`config.mk`:
```
export PLATFORM = sky130hd
export DESIGN_NAME = occ_gate
export DESIGN_NICKNAME = d
export VERILOG_FILES = /design/src/rtl/occ_gate_pkg.sv /design/src/rtl/occ_readout_timer.sv /design/src/rtl/occ_level.sv /design/src/rtl/occ_reject_cnt.sv /design/src/rtl/occ_gate.sv
export SDC_FILE = /design/constraint.sdc
export NUM_CORES = 1
export LEC_CHECK = 0
export ABC_AREA = 0
export BUFFER_PORTS_ARGS = -buffer_cell sky130_fd_sc_hd__buf_2
export CORE_MARGIN = 5
export CORE_UTILIZATION = 30
export CTS_CLUSTER_DIAMETER = 120
export DETAILED_ROUTE_END_ITERATION = 6
export GPL_ROUTABILITY_DRIVEN = 1
export PLACE_DENSITY = 0.51
export SLEW_MARGIN = 20
export SYNTH_ARGS = -nofsm -noshare
export SYNTH_HDL_FRONTEND = slang
export SYNTH_SLANG_ARGS = --single-unit
```
`constraint.sdc`:
```
create_clock -name clk_i -period 2.18 [get_ports clk_i]
set_input_delay 0.109 -clock clk_i [delete_from_list [all_inputs] [get_ports clk_i]]
set_output_delay 0.109 -clock clk_i [all_outputs]
set_load 0.1 [all_outputs]
```
`src/rtl/occ_gate_pkg.sv`:
```
package occ_gate_pkg;
  localparam int unsigned DEF_DEPTH = 15;  // one below the guaranteed front-end depth
  localparam int unsigned DEF_WORDS = 36;  // 32 data + 4 tag words per event
  localparam int unsigned DEF_CNT_W = 16;

  typedef enum logic [1:0] {
    DEC_IDLE,
    DEC_ACCEPT,
    DEC_REJ_FULL,
    DEC_REJ_THROTTLE
  } decision_e;
endpackage

```
`src/rtl/occ_readout_timer.sv`:
```
module occ_readout_timer #(
  parameter int unsigned WORDS = occ_gate_pkg::DEF_WORDS
) (
  input  logic clk_i,
  input  logic rst_ni,
  input  logic busy_i,
  output logic done_o
);
  localparam int unsigned TMR_W = (WORDS > 1) ? $clog2(WORDS) : 1;
  localparam logic [TMR_W-1:0] LAST = TMR_W'(WORDS - 1);

  logic [TMR_W-1:0] tmr_q;

  assign done_o = busy_i && (tmr_q == LAST);

  // restarts at zero on idle or completion, so back-to-back events chain
  always_ff @(posedge clk_i or negedge rst_ni) begin
    if (!rst_ni)                tmr_q <= '0;
    else if (!busy_i || done_o) tmr_q <= '0;
    else                        tmr_q <= tmr_q + TMR_W'(1);
  end
endmodule

```
`src/rtl/occ_level.sv`:
```
module occ_level #(
  parameter int unsigned DEPTH = occ_gate_pkg::DEF_DEPTH,
  parameter int unsigned OCC_W = $clog2(DEPTH + 1)
) (
  input  logic             clk_i,
  input  logic             rst_ni,
  input  logic             inc_i,
  input  logic             dec_i,
  output logic [OCC_W-1:0] occ_o,
  output logic             not_full_o,
  output logic             busy_o
);
  logic [OCC_W-1:0] occ_q;

  always_ff @(posedge clk_i or negedge rst_ni) begin
    if (!rst_ni) occ_q <= '0;
    else if (inc_i && !dec_i) occ_q <= occ_q + OCC_W'(1);
    else if (dec_i && !inc_i) occ_q <= occ_q - OCC_W'(1);
  end

  assign occ_o      = occ_q;
  assign not_full_o = occ_q < OCC_W'(DEPTH);
  assign busy_o     = occ_q != '0;
endmodule

```
`src/rtl/occ_reject_cnt.sv`:
```
module occ_reject_cnt #(
  parameter int unsigned CNT_W = occ_gate_pkg::DEF_CNT_W
) (
  input  logic             clk_i,
  input  logic             rst_ni,
  input  logic             inc_i,
  output logic [CNT_W-1:0] cnt_o
);
  logic [CNT_W-1:0] cnt_q;

  always_ff @(posedge clk_i or negedge rst_ni) begin
    if (!rst_ni)                     cnt_q <= '0;
    else if (inc_i && cnt_q != '1)   cnt_q <= cnt_q + CNT_W'(1);
  end

  assign cnt_o = cnt_q;
endmodule

```
`src/rtl/occ_gate.sv`:
```
module occ_gate
  import occ_gate_pkg::*;
#(
  parameter int unsigned DEPTH = DEF_DEPTH,
  parameter int unsigned WORDS = DEF_WORDS,
  parameter int unsigned CNT_W = DEF_CNT_W,
  localparam int unsigned OCC_W = $clog2(DEPTH + 1)
) (
  input  logic             clk_i,
  input  logic             rst_ni,
  input  logic             trig_req_i,
  input  logic             throttle_i,
  output logic             trig_acc_o,
  output logic             not_full_o,
  output logic [OCC_W-1:0] occupancy_o,
  output logic [CNT_W-1:0] reject_cnt_o
);
  decision_e dec;
  logic      room, busy, done;

  always_comb begin
    dec = DEC_IDLE;
    if (rst_ni && trig_req_i) begin
      if (throttle_i) dec = DEC_REJ_THROTTLE;
      else if (!room) dec = DEC_REJ_FULL;
      else            dec = DEC_ACCEPT;
    end
  end

  assign trig_acc_o = (dec == DEC_ACCEPT);
  assign not_full_o = room;

  occ_level #(.DEPTH(DEPTH), .OCC_W(OCC_W)) i_level (
    .clk_i     (clk_i),
    .rst_ni    (rst_ni),
    .inc_i     (trig_acc_o),
    .dec_i     (done),
    .occ_o     (occupancy_o),
    .not_full_o(room),
    .busy_o    (busy)
  );

  occ_readout_timer #(.WORDS(WORDS)) i_timer (
    .clk_i (clk_i),
    .rst_ni(rst_ni),
    .busy_i(busy),
    .done_o(done)
  );

  occ_reject_cnt #(.CNT_W(CNT_W)) i_rej (
    .clk_i (clk_i),
    .rst_ni(rst_ni),
    .inc_i (dec == DEC_REJ_FULL || dec == DEC_REJ_THROTTLE),
    .cnt_o (reject_cnt_o)
  );
endmodule

```
Word level (Yosys, flattened, before mapping)
Cells that the tools add are included.
{ "totals": {"reg_bits": 26, "input_bits": 4, "out_inout_bits": 22, "wordCells": 31} }
{ "classes": {"n_addsub": 4, "magnitude_cmp": 1, "n_eq_ne": 5, "n_mux": 6, "n_reduce_logical": 12} }
{ "ops": {"columns": ["cell", "count"], "rows": [
  ["adder 16 x 1 -> 16 bit, second input constant", 1],
  ["!= test 16 bit, second input constant", 1],
  ["2-to-1 mux 4 bit", 2],
  ["adder 6 x 1 -> 6 bit, second input constant", 1],
  ["== test 6 bit, second input constant", 1],
  ["2-to-1 mux 2 bit", 3],
  ["2-to-1 mux 6 bit", 1],
  ["logical AND 1 bit", 5],
  ["adder 4 x 1 -> 4 bit, second input constant", 1],
  ["== test 2 bit, second input constant", 2],
  ["less-than comparator 4 bit, second input constant", 1],
  ["nonzero test 4 bit", 1],
  ["subtractor 4 x 1 -> 4 bit, second input constant", 1],
  ["zero test 1 bit", 3],
  ["== test 2 x 1 -> 1 bit, second input constant", 1],
  ["logical OR 1 bit", 2],
  ["nonzero test 2 bit", 1]
]} }

Longest topological paths before layout
{ "logic_depth": {"ltp_word": 9, "depth_mapped": 10, "ltp_nobuf": 10} }

Modules after synthesis
Synthesis repeated with hierarchy kept, for this count alone.
{ "unflattened": {"cells_unflattened": 134, "hier_area_um2": 1482.7} }
{ "modules_own_cells": {"columns": ["module", "instances", "cells_per_inst", "area_each_um2", "seq_area_each_um2"], "rows": [
  ["occ_reject_cnt", 1, 72, 859.6, 400.4],
  ["occ_level", 1, 31, 321.6, 100.1],
  ["occ_readout_timer", 1, 27, 276.5, 150.1],
  ["occ_gate", 1, 4, 25.0, 0.0]
]} }

Worst setup path after synthesis
Ideal clock, no wire load.
{ "synth_timing": {"path_type": "register -> register", "from": "reg i_level.occ_q[0], in the netlist i_level.occ_o[0]", "to": "reg i_level.occ_q[3], in the netlist i_level.occ_o[3]", "setup_ns": 0.162, "t_arrival_ns": 3.123, "path_slack_ns": -1.105, "stages_incl_launch_ff": 10, "path_buffers": 0, "synth_period_minus_slack_ns": 3.285, "cell_sequence": "dfrtp_1 a41oi_4 and3_2 ha_1 inv_1 ha_1 a21o_2 a21oi_1 mux2i_1 xnor2_1"} }
{ "synth_via": {"elab_chain_len": 8, "elab_cells_between_ends": 16, "classes_between": "add/sub: 2; order compare: 1; eq/ne: 1; mux: 5; reduce/logical: 7"} }
{ "synth_rtl": {"columns": ["item", "line", "source"], "rows": [
  ["from (decl)", "occ_level.sv:13", "logic [OCC_W-1:0] occ_q;"],
  ["from (signal assigned)", "occ_level.sv:17", "else if (inc_i && !dec_i) occ_q <= occ_q + OCC_W'(1);"],
  ["from (signal assigned)", "occ_level.sv:18", "else if (dec_i && !inc_i) occ_q <= occ_q - OCC_W'(1);"],
  ["less-than comparator 4 bit (*)", "occ_level.sv:22", "assign not_full_o = occ_q < OCC_W'(DEPTH);"],
  ["2-to-1 mux 2 bit (*)", "occ_gate.sv:25", "else if (!room) dec = DEC_REJ_FULL;"],
  ["2-to-1 mux 2 bit (*)", "occ_gate.sv:24", "if (throttle_i) dec = DEC_REJ_THROTTLE;"],
  ["2-to-1 mux 2 bit (*)", "occ_gate.sv:23", "if (rst_ni && trig_req_i) begin"],
  ["== test 2 x 1 -> 1 bit (*)", "occ_gate.sv:30", "assign trig_acc_o = (dec == DEC_ACCEPT);"],
  ["via trig_acc_o", "occ_gate.sv:13", "output logic trig_acc_o,"],
  ["zero test 1 bit", "occ_level.sv:18", null],
  ["logical AND 1 bit", "occ_level.sv:18", null],
  ["nonzero test 2 bit (no line)", null, null]
]} }
Mark *: on every way through the listed nets, which the timed path passes. The rest lies on a longest branch. The select of a mux whose other input is x is not followed.
A chain may end at the register's enable or synchronous reset.

Worst setup path in the final report
{ "layout_timing": {"from": "reg i_level.occ_q[3], in the netlist i_level.occ_o[3]", "to": "reg i_level.occ_q[3], in the netlist i_level.occ_o[3]"} }
{ "layout_via": {"elab_chain_len": 8, "elab_cells_between_ends": 16, "classes_between": "add/sub: 2; order compare: 1; eq/ne: 1; mux: 5; reduce/logical: 7"} }
{ "layout_rtl": {"columns": ["item", "line"], "rows": [
  ["less-than comparator 4 bit", "occ_level.sv:22"],
  ["2-to-1 mux 2 bit", "occ_gate.sv:25"],
  ["2-to-1 mux 2 bit", "occ_gate.sv:24"],
  ["2-to-1 mux 2 bit", "occ_gate.sv:23"],
  ["== test 2 x 1 -> 1 bit", "occ_gate.sv:30"],
  ["zero test 1 bit", "occ_level.sv:18"],
  ["logical AND 1 bit", "occ_level.sv:18"],
  ["nonzero test 2 bit (no line)", null]
]} }
Parallel ways exist; a longest one is shown, timed or not. The select of a mux whose other input is x is not followed.

==> reports/results.tsv <==
metric	value	unit
family with the most delay on the worst path	compound AO/OA/AOI/OAI gates	
largest cells by area after synthesis	dfrtp_1, xnor2_1, ha_1, nand4_1, nor2_1	
Mapped Cells	129	
placed wire-length estimate	2.248	mm
Final #Nets	180	
CP max stage delay	0.53	ns
slowest cell on the critical path	dfrtp_4	
Worst-path clk slew	0.09	ns
worst slew pin tran	0.5574	ns
Multi-input gate area	770.7	um^2
slew margin rel.	62.50	%
CTS tree	done	
critical path required time	2.37	ns
Fin Clk Skew	0.004460	ns
clock latency on the worst-skew pair	0.27	ns
DIE WIDTH	77.70	um
grt ovf	0	
max cap viols	0	
syn nets	139	
CTS Buf Count	3	
RSZ-0062 raised after global routing	yes	
Register Area	675.6	um^2
pin count of the biggest net entering global routing	17	
vias per cell	4.968	
critical path cell sequence	a41oi_4, and3_4, ha_4, inv_4, ha_4, a21o_2, a21oi_2, mux2i_1, xnor2_1	
initial antenna violation count	0	
Starting Density	31.15	%
full die area	6037	um^2
flops & latches, synth	26	
Syn. warnings	0	
Post-DRT Antenna Nets	0	
detailed-route wire length per cell	13.39	um
Tcrit/Tclk final	97.41	%
Clock Root Buffer	clkbuf_8	
most frequent CP cell	ha_4	
worst-path maximum fanout	5	
final core occ	40.56	%
input/output buffers	25	
Place WS	-0.03763	ns
first-pass GRT wire length	5.188	mm
Design Area, Final	1790	um^2
Setup crit end kind	flop	
final hold slack	0.1846	ns
WP buf/inv	1	
num rows	24	
die height	77.70	um
critical path type	reg2reg	
# setup viols final	0	
ANT cells	0	
register area share after synthesis	47.32	%
outcome	complete, no violations	
DP Cell Count	212	
GP Congestion	0.8013	
Non-Filler Instances	221	
Residual DRC	0	
Filler cells	431	
WP data arrival	2.31	ns
final wirelength	2.960	mm
IO Count	26	
VDD IR max	0.001106	V
total track usage	10.23	%
Worst Hold Class	in2async	
final hold violation count	0	
via count	1098	
syn_area_per_cell	10.66	um^2
DRT iter0 DRCs	23	
placed inst area	1670	um^2
top cell type's share of synthesized area	47.32	%
crit path launch type	flop	
total power	2.511	mW
CTS max path bufs	2	
layout cells sized above 1	40.83	%
Clock Sinks	26	
maximum clock frequency	470.9	MHz
Synth area leader	dfrtp_1	
core area	4414	um^2
setup ws final	0.05655	ns
fin. max-slew vios	0	
first-pass iteration count of the detailed router	4	
Cell variety after synth	30	
Setup TNS	0	ns
H-tree levels	1	
Synth Cell Area	1375	um^2
vias in the first global route	1103	
fin crit period	2.123	ns
Layout area overhead	30.21	%
Static Leak	0.7591	nW
PwrDens	1402	nW/um^2
==> path summary, 6_finish.rpt <==
path	startpoint	endpoint	slack (ns)	cells past startpoint
setup / recovery	i_level.occ_o[3]$_DFFE_PN0P_	i_level.occ_o[3]$_DFFE_PN0P_	0.06	9
hold / removal	rst_ni	i_timer.tmr_q[5]$_DFF_PN0_	0.18	2
setup reg to reg	i_level.occ_o[3]$_DFFE_PN0P_	i_level.occ_o[3]$_DFFE_PN0P_	0.06	9
hold reg to reg	i_timer.tmr_q[0]$_DFF_PN0_	i_timer.tmr_q[0]$_DFF_PN0_	0.47	1
max in group asynchronous	rst_ni	i_level.occ_o[3]$_DFFE_PN0P_	1.55	3
min in group clk_i	trig_req_i	i_rej.cnt_o[4]$_DFFE_PN0P_	0.36	5
==> cells by family after synthesis <==
group                      Yosys count  share of synthesized area [%]
xor gates and xnor gates            20                          12.74
muxes                                5                          4.003
DFF                                 26                          47.32
adders and majority gates            6                          6.006
AOI/OAI and AO/OA                   11                          6.278
buffers and inverters                3                         0.8189
and+or+nand+nor                     58                          22.84
==> registers in the layout, summed over array words and instances (netlist names) <==
register and count:
i_timer.tmr_q 6, i_rej.cnt_o 16, i_level.occ_o 4
==> repair_timing <==
action,in CTS,in global routing
hold buffers,1,0
hold endpoints to repair,26,0
gates cloned,0,0
setup buffers,0,4
gates resized for setup,3,1
pin swaps,0,4
setup endpoints to repair,1,1
==> layout make-up <==
| type | count | area share [%] |
|---|---|---|
| multi-input cells | 100 | 43.05 |
| flip-flops and latches | 26 | 37.74 |
| repair buffers | 36 | 11.74 |
| well taps | 52 | 3.634 |
| clock buffers | 4 | 3.075 |
| inverters | 3 | 0.7687 |
==> per-layer routing <==
metal,vias to the layer above,part of all wire [%],global-route usage [%]
met5,-,0,0
met4,0,0.34,1.546
met3,2,5.5,3.009
met2,23,46,16.19
met1,526,48,14.11
li1,547,-,-
==> cells in the final DEF (no fill, tap or decap), types with 2 or more instances in the layout <==
| master | count |
|---|---|
| and4_1 | 3 |
| nor3_1 | 4 |
| xor2_1 | 5 |
| ha_1 | 2 |
| nand3_1 | 5 |
| nor4_1 | 5 |
| inv_1 | 2 |
| buf_4 | 10 |
| mux2_2 | 4 |
| o21ai_0 | 5 |
| clkbuf_8 | 4 |
| dfrtp_1 | 12 |
| nand4_1 | 9 |
| dfrtp_2 | 11 |
| ha_4 | 2 |
| nand2_1 | 9 |
| buf_2 | 25 |
| xnor2_1 | 15 |
| nor2_1 | 13 |
| dfrtp_4 | 3 |
==> where the power goes <==
group	total (mW)	switching, mW	internal, mW
logic	1.35	0.963	0.384
registers	0.852	0.199	0.653
clock network	0.312	0.150	0.161
total	2.51	1.31	1.20
==> Yosys cell counts (all sizes together) <==
cell / count
and3: 2
mux2i: 1
mux2: 4
ha: 5
nand4b: 1
nor3: 4
nand4: 9
o21ai: 6
a21oi: 1
xor2: 5
xnor2: 15
nor2: 13
inv: 3
nand2b: 2
and2: 1
and4b: 1
a21o: 1
a41oi: 1
nand3: 5
a211oi: 1
dfrtp: 26
and4: 3
o211ai: 1
or2: 2
nor4: 6
nand2: 9
fa: 1
==> worst reg2reg max path: cells and delay by family, from the launching register on <==
kind / cells / cell delay, ns
XOR/XNOR: 1 / 0.13
buffers and inverters: 1 / 0.05
AO/OA/AOI/OAI: 3 / 0.55
multiplexers: 1 / 0.23
adder cells (fa/ha/maj): 2 / 0.34
flip-flops: 1 / 0.53
AND/OR/NAND/NOR: 1 / 0.23
Power figures use the tool's default switching activity.
